## config.mk

```make
export PLATFORM = sky130hd
export DESIGN_NAME = gpio_atr_bank
export DESIGN_NICKNAME = d
export VERILOG_FILES = /design/src/rtl/gpio_atr_pkg.sv /design/src/rtl/gpio_atr_regs.sv /design/src/rtl/gpio_atr_side.sv /design/src/rtl/gpio_atr_sync.sv /design/src/rtl/gpio_atr_bank.sv
export SDC_FILE = /design/constraint.sdc
export NUM_CORES = 1
export LEC_CHECK = 0
export ABC_AREA = 1
export BUFFER_PORTS_ARGS = -buffer_cell sky130_fd_sc_hd__buf_2
export CAP_MARGIN = 30
export CELL_PAD_IN_SITES_DETAIL_PLACEMENT = 1
export CELL_PAD_IN_SITES_GLOBAL_PLACEMENT = 1
export CORE_MARGIN = 3
export CORE_UTILIZATION = 46
export DETAILED_ROUTE_END_ITERATION = 6
export GPL_TIMING_DRIVEN = 0
export HOLD_SLACK_MARGIN = 0.05
export MAX_ROUTING_LAYER = met4
export PLACE_DENSITY_LB_ADDON = 0.1
export SYNTH_ARGS = -nofsm -noshare
export SYNTH_HDL_FRONTEND = slang
export SYNTH_HIERARCHICAL = 1
export SYNTH_SLANG_ARGS = --single-unit
```

## constraint.sdc

```tcl
create_clock -name clk -period 1.9 [get_ports clk]
set_clock_uncertainty 0.05 [all_clocks]
set_input_delay 0.095 -clock clk [delete_from_list [all_inputs] [get_ports clk]]
set_output_delay 0.095 -clock clk [all_outputs]
set_load 0.01 [all_outputs]
```

## src/rtl/gpio_atr_pkg.sv

```systemverilog
package gpio_atr_pkg;

   typedef enum logic [1:0] {
      SRC_SW   = 2'd0,
      SRC_ATR  = 2'd1,
      SRC_DBG0 = 2'd2,
      SRC_DBG1 = 2'd3
   } pin_src_e;

   typedef enum logic [1:0] {
      RS_IDLE = 2'd0,
      RS_TX   = 2'd1,
      RS_RX   = 2'd2,
      RS_FULL = 2'd3
   } radio_state_e;

   localparam int OFS_SW     = 0;
   localparam int OFS_DIR    = 1;
   localparam int OFS_SEL_TX = 2;
   localparam int OFS_SEL_RX = 3;
   localparam int OFS_ATR    = 4;
   localparam int NUM_STATES = 4;
   localparam int NUM_REGS   = OFS_ATR + 2 * NUM_STATES;

   function automatic radio_state_e state_from(input logic tx, input logic rx);
      return radio_state_e'({rx, tx});
   endfunction

endpackage

```

## src/rtl/gpio_atr_regs.sv

```systemverilog
module gpio_atr_regs
   import gpio_atr_pkg::*;
#(
   parameter int SIDE_W    = 16,
   parameter int ADDR_W    = 8,
   parameter int DATA_W    = 32,
   parameter int BASE_ADDR = 'h40
) (
   input  logic                               clk,
   input  logic                               rst_n,
   input  logic                               set_stb,
   input  logic [ADDR_W-1:0]                  set_addr,
   input  logic [DATA_W-1:0]                  set_data,
   output logic [2*SIDE_W-1:0]                sw_q,
   output logic [2*SIDE_W-1:0]                dir_q,
   output logic [2*SIDE_W-1:0]                sel_tx_q,
   output logic [2*SIDE_W-1:0]                sel_rx_q,
   output logic [NUM_STATES-1:0][SIDE_W-1:0]  atr_rx_q,
   output logic [NUM_STATES-1:0][SIDE_W-1:0]  atr_tx_q
);

   localparam int                BANK_W = 2 * SIDE_W;
   localparam logic [ADDR_W-1:0] BASE_L = ADDR_W'(BASE_ADDR);
   localparam logic [ADDR_W-1:0] END_L  = ADDR_W'(BASE_ADDR + NUM_REGS);

   if (DATA_W != BANK_W) begin : g_bad_width
      $error("gpio_atr_regs: DATA_W must equal 2*SIDE_W");
   end
   if (BASE_ADDR + NUM_REGS > (1 << ADDR_W)) begin : g_bad_base
      $error("gpio_atr_regs: register window exceeds address space");
   end

   logic              hit;
   logic [ADDR_W-1:0] ofs;

   always_comb begin
      ofs = set_addr - BASE_L;
      hit = set_stb && (set_addr >= BASE_L) && (set_addr < END_L);
   end

   always_ff @(posedge clk or negedge rst_n) begin
      if (!rst_n) begin
         sw_q     <= '0;
         dir_q    <= '0;
         sel_tx_q <= '0;
         sel_rx_q <= '0;
      end else if (hit) begin
         if (ofs == ADDR_W'(OFS_SW))     sw_q     <= set_data[BANK_W-1:0];
         if (ofs == ADDR_W'(OFS_DIR))    dir_q    <= set_data[BANK_W-1:0];
         if (ofs == ADDR_W'(OFS_SEL_TX)) sel_tx_q <= set_data[BANK_W-1:0];
         if (ofs == ADDR_W'(OFS_SEL_RX)) sel_rx_q <= set_data[BANK_W-1:0];
      end
   end

   for (genvar k = 0; k < 2 * NUM_STATES; k++) begin : g_atr
      logic [SIDE_W-1:0] word_q;
      always_ff @(posedge clk or negedge rst_n) begin
         if (!rst_n)
            word_q <= '0;
         else if (hit && ofs == ADDR_W'(OFS_ATR + k))
            word_q <= set_data[SIDE_W-1:0];
      end
      if (k % 2 == 0) begin : g_rx
         assign atr_rx_q[k/2] = word_q;
      end else begin : g_tx
         assign atr_tx_q[k/2] = word_q;
      end
   end

   // direction write lands one edge later
   p_dir_write_r2: assert property (@(posedge clk) disable iff (!rst_n)
      (set_stb && set_addr == ADDR_W'(BASE_ADDR + OFS_DIR)) |=> (dir_q == $past(set_data)));

   // stray bus cycles leave the main registers alone
   p_stray_hold_r9: assert property (@(posedge clk) disable iff (!rst_n)
      (!set_stb || set_addr < BASE_L || set_addr >= END_L)
         |=> ($stable(sw_q) && $stable(dir_q) && $stable(sel_tx_q) && $stable(sel_rx_q)));

endmodule

```

## src/rtl/gpio_atr_side.sv

```systemverilog
module gpio_atr_side
   import gpio_atr_pkg::*;
#(
   parameter int SIDE_W = 16
) (
   input  logic [SIDE_W-1:0]                  sw_val,
   input  logic [SIDE_W-1:0]                  dir,
   input  logic [2*SIDE_W-1:0]                sel,
   input  logic [NUM_STATES-1:0][SIDE_W-1:0]  atr_words,
   input  radio_state_e                       state,
   input  logic [SIDE_W-1:0]                  dbg0,
   input  logic [SIDE_W-1:0]                  dbg1,
   output logic [SIDE_W-1:0]                  drv,
   output logic [SIDE_W-1:0]                  oe
);

   logic [SIDE_W-1:0] atr_now;
   assign atr_now = atr_words[state];

   for (genvar i = 0; i < SIDE_W; i++) begin : g_pin
      pin_src_e src;
      logic     pick;
      assign src = pin_src_e'(sel[2*i +: 2]);
      always_comb begin
         unique case (src)
            SRC_SW:   pick = sw_val[i];
            SRC_ATR:  pick = atr_now[i];
            SRC_DBG0: pick = dbg0[i];
            SRC_DBG1: pick = dbg1[i];
            default:  pick = 1'b0;
         endcase
      end
      assign drv[i] = dir[i] & pick;
      assign oe[i]  = dir[i];
   end

endmodule

```

## src/rtl/gpio_atr_sync.sv

```systemverilog
module gpio_atr_sync #(
   parameter int WIDTH  = 32,
   parameter int STAGES = 2
) (
   input  logic             clk,
   input  logic             rst_n,
   input  logic [WIDTH-1:0] din,
   output logic [WIDTH-1:0] dout
);

   if (STAGES < 2) begin : g_bad_stages
      $error("gpio_atr_sync: STAGES must be at least 2");
   end

   logic [STAGES-1:0][WIDTH-1:0] chain;

   always_ff @(posedge clk or negedge rst_n) begin
      if (!rst_n) begin
         chain <= '0;
      end else begin
         chain[0] <= din;
         for (int s = 1; s < STAGES; s++) chain[s] <= chain[s-1];
      end
   end

   assign dout = chain[STAGES-1];

   if (STAGES == 2) begin : g_chk2
      logic [1:0] warm;
      always_ff @(posedge clk or negedge rst_n) begin
         if (!rst_n)        warm <= '0;
         else if (warm < 2) warm <= warm + 2'd1;
      end
      // output is the input from two edges back
      p_sync_lag_r10: assert property (@(posedge clk) disable iff (!rst_n)
         (warm == 2'd2) |-> (dout == $past(din, 2)));
   end

endmodule

```

## src/rtl/gpio_atr_bank.sv

```systemverilog
module gpio_atr_bank
   import gpio_atr_pkg::*;
#(
   parameter int SIDE_W      = 16,
   parameter int ADDR_W      = 8,
   parameter int BASE_ADDR   = 'h40,
   parameter int SYNC_STAGES = 2,
   localparam int BANK_W     = 2 * SIDE_W
) (
   input  logic              clk,
   input  logic              rst_n,
   input  logic              set_stb,
   input  logic [ADDR_W-1:0] set_addr,
   input  logic [BANK_W-1:0] set_data,
   input  logic              tx_active,
   input  logic              rx_active,
   input  logic [BANK_W-1:0] dbg0_bus,
   input  logic [BANK_W-1:0] dbg1_bus,
   input  logic [BANK_W-1:0] pad_in,
   output logic [BANK_W-1:0] pad_out,
   output logic [BANK_W-1:0] pad_oe,
   output logic [BANK_W-1:0] pad_rd
);

   logic [BANK_W-1:0]                 sw_q, dir_q, sel_tx_q, sel_rx_q;
   logic [NUM_STATES-1:0][SIDE_W-1:0] atr_rx_q, atr_tx_q;
   radio_state_e                      state;

   assign state = state_from(tx_active, rx_active);

   gpio_atr_regs #(
      .SIDE_W(SIDE_W), .ADDR_W(ADDR_W), .DATA_W(BANK_W), .BASE_ADDR(BASE_ADDR)
   ) i_regs (
      .clk(clk), .rst_n(rst_n),
      .set_stb(set_stb), .set_addr(set_addr), .set_data(set_data),
      .sw_q(sw_q), .dir_q(dir_q), .sel_tx_q(sel_tx_q), .sel_rx_q(sel_rx_q),
      .atr_rx_q(atr_rx_q), .atr_tx_q(atr_tx_q)
   );

   gpio_atr_side #(.SIDE_W(SIDE_W)) i_rx_side (
      .sw_val(sw_q[SIDE_W-1:0]), .dir(dir_q[SIDE_W-1:0]), .sel(sel_rx_q),
      .atr_words(atr_rx_q), .state(state),
      .dbg0(dbg0_bus[SIDE_W-1:0]), .dbg1(dbg1_bus[SIDE_W-1:0]),
      .drv(pad_out[SIDE_W-1:0]), .oe(pad_oe[SIDE_W-1:0])
   );

   gpio_atr_side #(.SIDE_W(SIDE_W)) i_tx_side (
      .sw_val(sw_q[BANK_W-1:SIDE_W]), .dir(dir_q[BANK_W-1:SIDE_W]), .sel(sel_tx_q),
      .atr_words(atr_tx_q), .state(state),
      .dbg0(dbg0_bus[BANK_W-1:SIDE_W]), .dbg1(dbg1_bus[BANK_W-1:SIDE_W]),
      .drv(pad_out[BANK_W-1:SIDE_W]), .oe(pad_oe[BANK_W-1:SIDE_W])
   );

   gpio_atr_sync #(.WIDTH(BANK_W), .STAGES(SYNC_STAGES)) i_sync (
      .clk(clk), .rst_n(rst_n), .din(pad_in), .dout(pad_rd)
   );

   // released pins never carry a driven one
   p_input_quiet_r3: assert property (@(posedge clk) disable iff (!rst_n)
      ((pad_out & ~pad_oe) == '0));

   // enables follow the stored direction word
   p_oe_dir_r2: assert property (@(posedge clk) disable iff (!rst_n)
      (pad_oe == dir_q));

   // receive pin 0 on ATR source tracks the word of the live state
   p_atr_rx0_r5: assert property (@(posedge clk) disable iff (!rst_n)
      (pad_oe[0] && sel_rx_q[1:0] == 2'd1) |-> (pad_out[0] == atr_rx_q[{rx_active, tx_active}][0]));

   // transmit pin (SIDE_W) on ATR source uses the transmit-side word
   p_atr_tx0_r8: assert property (@(posedge clk) disable iff (!rst_n)
      (pad_oe[SIDE_W] && sel_tx_q[1:0] == 2'd1) |-> (pad_out[SIDE_W] == atr_tx_q[{rx_active, tx_active}][0]));

endmodule

```

==> results.cfg <==
[placement]
gp_routability_congestion = 0.884
dpl.cell_count = 2460
dpl_cell_area_sq_um = 17000
place.detailed.hpwl_um = 39600
detailedPlace.worstSlack_ps = 346
portBuffers = 234

[synthesis]
synth_largest_area_cell = dfrtp_1
netlist-cell-type-count = 21
synthesized_instance_count = 1788
post_synth_mux_area_share_pct = 0
synthAdderAreaFrac_pct = 0
dominant_combinational_cell_family_by_area_after_synthesis = simple AND/OR/NAND/NOR gates
synth-compound-area-share_pct = 2.60
synth-simple-area-share_pct = 34.1
synth_top_cells_by_area = dfrtp_1 53%, nand2_1 18%, nand3_1 13%
synth_sequential_area_ratio_pct = 52.7
yosysTopAreaCellShare_pct = 52.7
synth_nets = 1929
synthXorXnorAreaFrac_pct = 0
synth_seq_cells = 320
synth.cell_area_sq_um = 15200
mapped_avg_cell_area_sq_um = 8.50
yosysWarnings = 6

[grt]
grtUsageTotal_pct = 33.5
grt_max_degree = 120
grt_antenna_before_repair = 1
first_global_vias = 15139
grt_overflow_total = 0
wire_length_of_the_first_global_routing_pass_um = 88600

[route]
drt-pass1-iter-count = 5
remaining_routing_drc_violations = 0
routed_wl_um = 57500
average_wire_length_per_cell_after_detail_routing_um = 22.2
via_count = 14097
route.antenna.remaining_nets = 0
routed_via_density = 5.43
drtIter0Drc = 992

[clock_tree]
worst_skew_pair.late_latency_ps = 530
cts.htree.levels = 2
cts.sink_count = 320
cts_repair_resize_count = 0
cts_root_buffer = clkbuf_16
clk_transition_reported_paths_ps = 60
clock_tree.buffer_depth = 3
post_cts_setup_buffers = 0
tritoncts_clock_tree = done
numCtsBuffers = 38

[power_and_ir_drop]
power_per_cell_area_nw_per_um2 = 878
irDropWorstVdd_v = 0.000598
power.leakage_nw = 10.2
finalPower_mw = 16.7

[run_status]
outcome = finished, final reports clean

[setup_path]
critical_path.endpoint_type = output pin
critical_path.max_fanout = 4
cp-start-kind = register
path_class = reg2out
critical_path_arrival_ps = 1670
critPathLaunch = i_regs/sel_rx_q[1]
source_of_the_worst_register_to_register_timing_path = i_regs/dir_q[2]
worstPathRequired_ps = 1750

[finish]
finish.net_count = 2276
post-route-util_pct = 59.4
final_area_sq_um = 19000
layout-drive-gt1-share_pct = 24.9
number_of_fill_cells = 3915
syn2layout_area_growth_pct = 25.3
final_cells = 2597

[timing]
hold_viol = 0
rsz0062_at_grt = false
post-route-period-util_pct = 95.4
final_period_minus_worst_setup_slack_ps = 1810
setup-tns-final_ps = 0
timing.final.setup_violations = 0
slew_viol_final = 0
post-route-worst-setup-slack_ps = 88.0
worst_hold_slack_ps = 65.8
slew_at_the_pin_with_the_worst_max_slew_slack_ps = 1080
timing.slew.headroom_pct = 28.0
clock.fmax_mhz = 552

[min_path]
timing.hold.worst.class = in2reg
origin_of_the_worst_min_delay_path = set_addr[3]

[die]
floorplan.die_area_sq_um = 35200
top_level_ports = 237
floorplan.die.width_um = 188
number_of_placement_rows = 65
floorplan.initialDensity_pct = 47.4
dieHeight_um = 188
core_sq_um = 32000

[job]
max_cap_violations = 0
## critical path: stages (launching register included)
cell and delay, ps:
dfrtp_1 430, inv_1 90, nand2_1 70, nand3_1 70
nand2_1 50, a21oi_1 250, buf_2 190
## per-layer routing
layer / global-route usage [%] / part of all wire [%] / wire length (um) / vias up
met5: - / 0 / 0 / -
met4: 14.6 / 5.0 / 2900 / 0
met3: 4.32 / 5.5 / 3150 / 139
met2: 56.0 / 49 / 28400 / 524
met1: 41.0 / 40 / 23100 / 7083
li1: - / - / - / 6351
## state kept, by name, summed over array words and instances (netlist names)
register and flops:
i_regs/dir_q 32, i_regs/g_atr.word_q 128, i_regs/sel_rx_q 32, i_regs/sel_tx_q 32, i_regs/sw_q 32, i_sync/chain 32
i_sync/dout 32
## where the power goes
group | total (mW) | switching (mW) | internal (mW)
Clock | 7.81 | 2.97 | 4.84
Sequential | 7.28 | 0.184 | 7.09
Combinational | 1.64 | 1.03 | 0.604
## worst paths after layout
path	end	slack (ps)	cells after the start
worst max-delay path	pad_out[0]	90	6
min in group asynchronous	i_sync/dout[7]	160	2
worst max register to register	i_regs/dir_q[2]	1090	2
max in group asynchronous	i_regs/dir_q[13]	440	3
worst min register to register	i_sync/dout[4]	290	0
worst min-delay path	i_regs/g_atr[7].word_q[15]	70	5
## cells in the final DEF, fill, tap and decap left out, types with 2 or more instances in the layout
master and instances:
buf_2 266, clkinv_2 5, nand2_4 3, buf_12 4
dlygate4sd3_1 67, nand3_1 386, clkbuf_8 10, nor2_4 12
inv_2 6, buf_6 30, nor2_2 2, nand3_4 12
a21oi_2 20, nand2_1 718, buf_16 2, clkinv_4 2
nand2_2 25, inv_1 67, clkbuf_16 41, clkbuf_1 16
bufinv_16 4, buf_4 85, dfrtp_1 320, a21oi_1 44
buf_8 7, buf_1 5
## cell families after synthesis
family	after synthesis
flops	320
buf+inv	245
compound gates	64
simple gates	1159
## cells in the mapped netlist
library cell	count
a21oi_1	44
a21oi_2	20
and2_4	1
buf_1	5
buf_12	4
buf_2	33
buf_4	85
buf_6	30
buf_8	2
clkbuf_1	11
clkinv_4	2
dfrtp_1	320
inv_1	67
inv_2	6
nand2_1	718
nand2_2	25
nand2_4	3
nand3_1	386
nand3_4	12
nor2_2	2
nor2_4	12
## cell type report
type	count	area (sq um)	area share [%]
well taps	435	544	2.86
repair buffers	307	1970	10.3
diodes	1	2.50	0.0131
clock inverters	10	153	0.802
multi-input cells	1223	5580	29.3
plain buffers	170	1310	6.89
inverters	75	292	1.53
clock buffers	56	1180	6.21
flip-flops and latches	320	8010	42.1
## what timing repair did
item,in CTS,in global routing
endpoints found under the hold margin,240,0
setup endpoints to repair,0,0
hold buffers,67,0
Power figures use the tool's default switching activity.
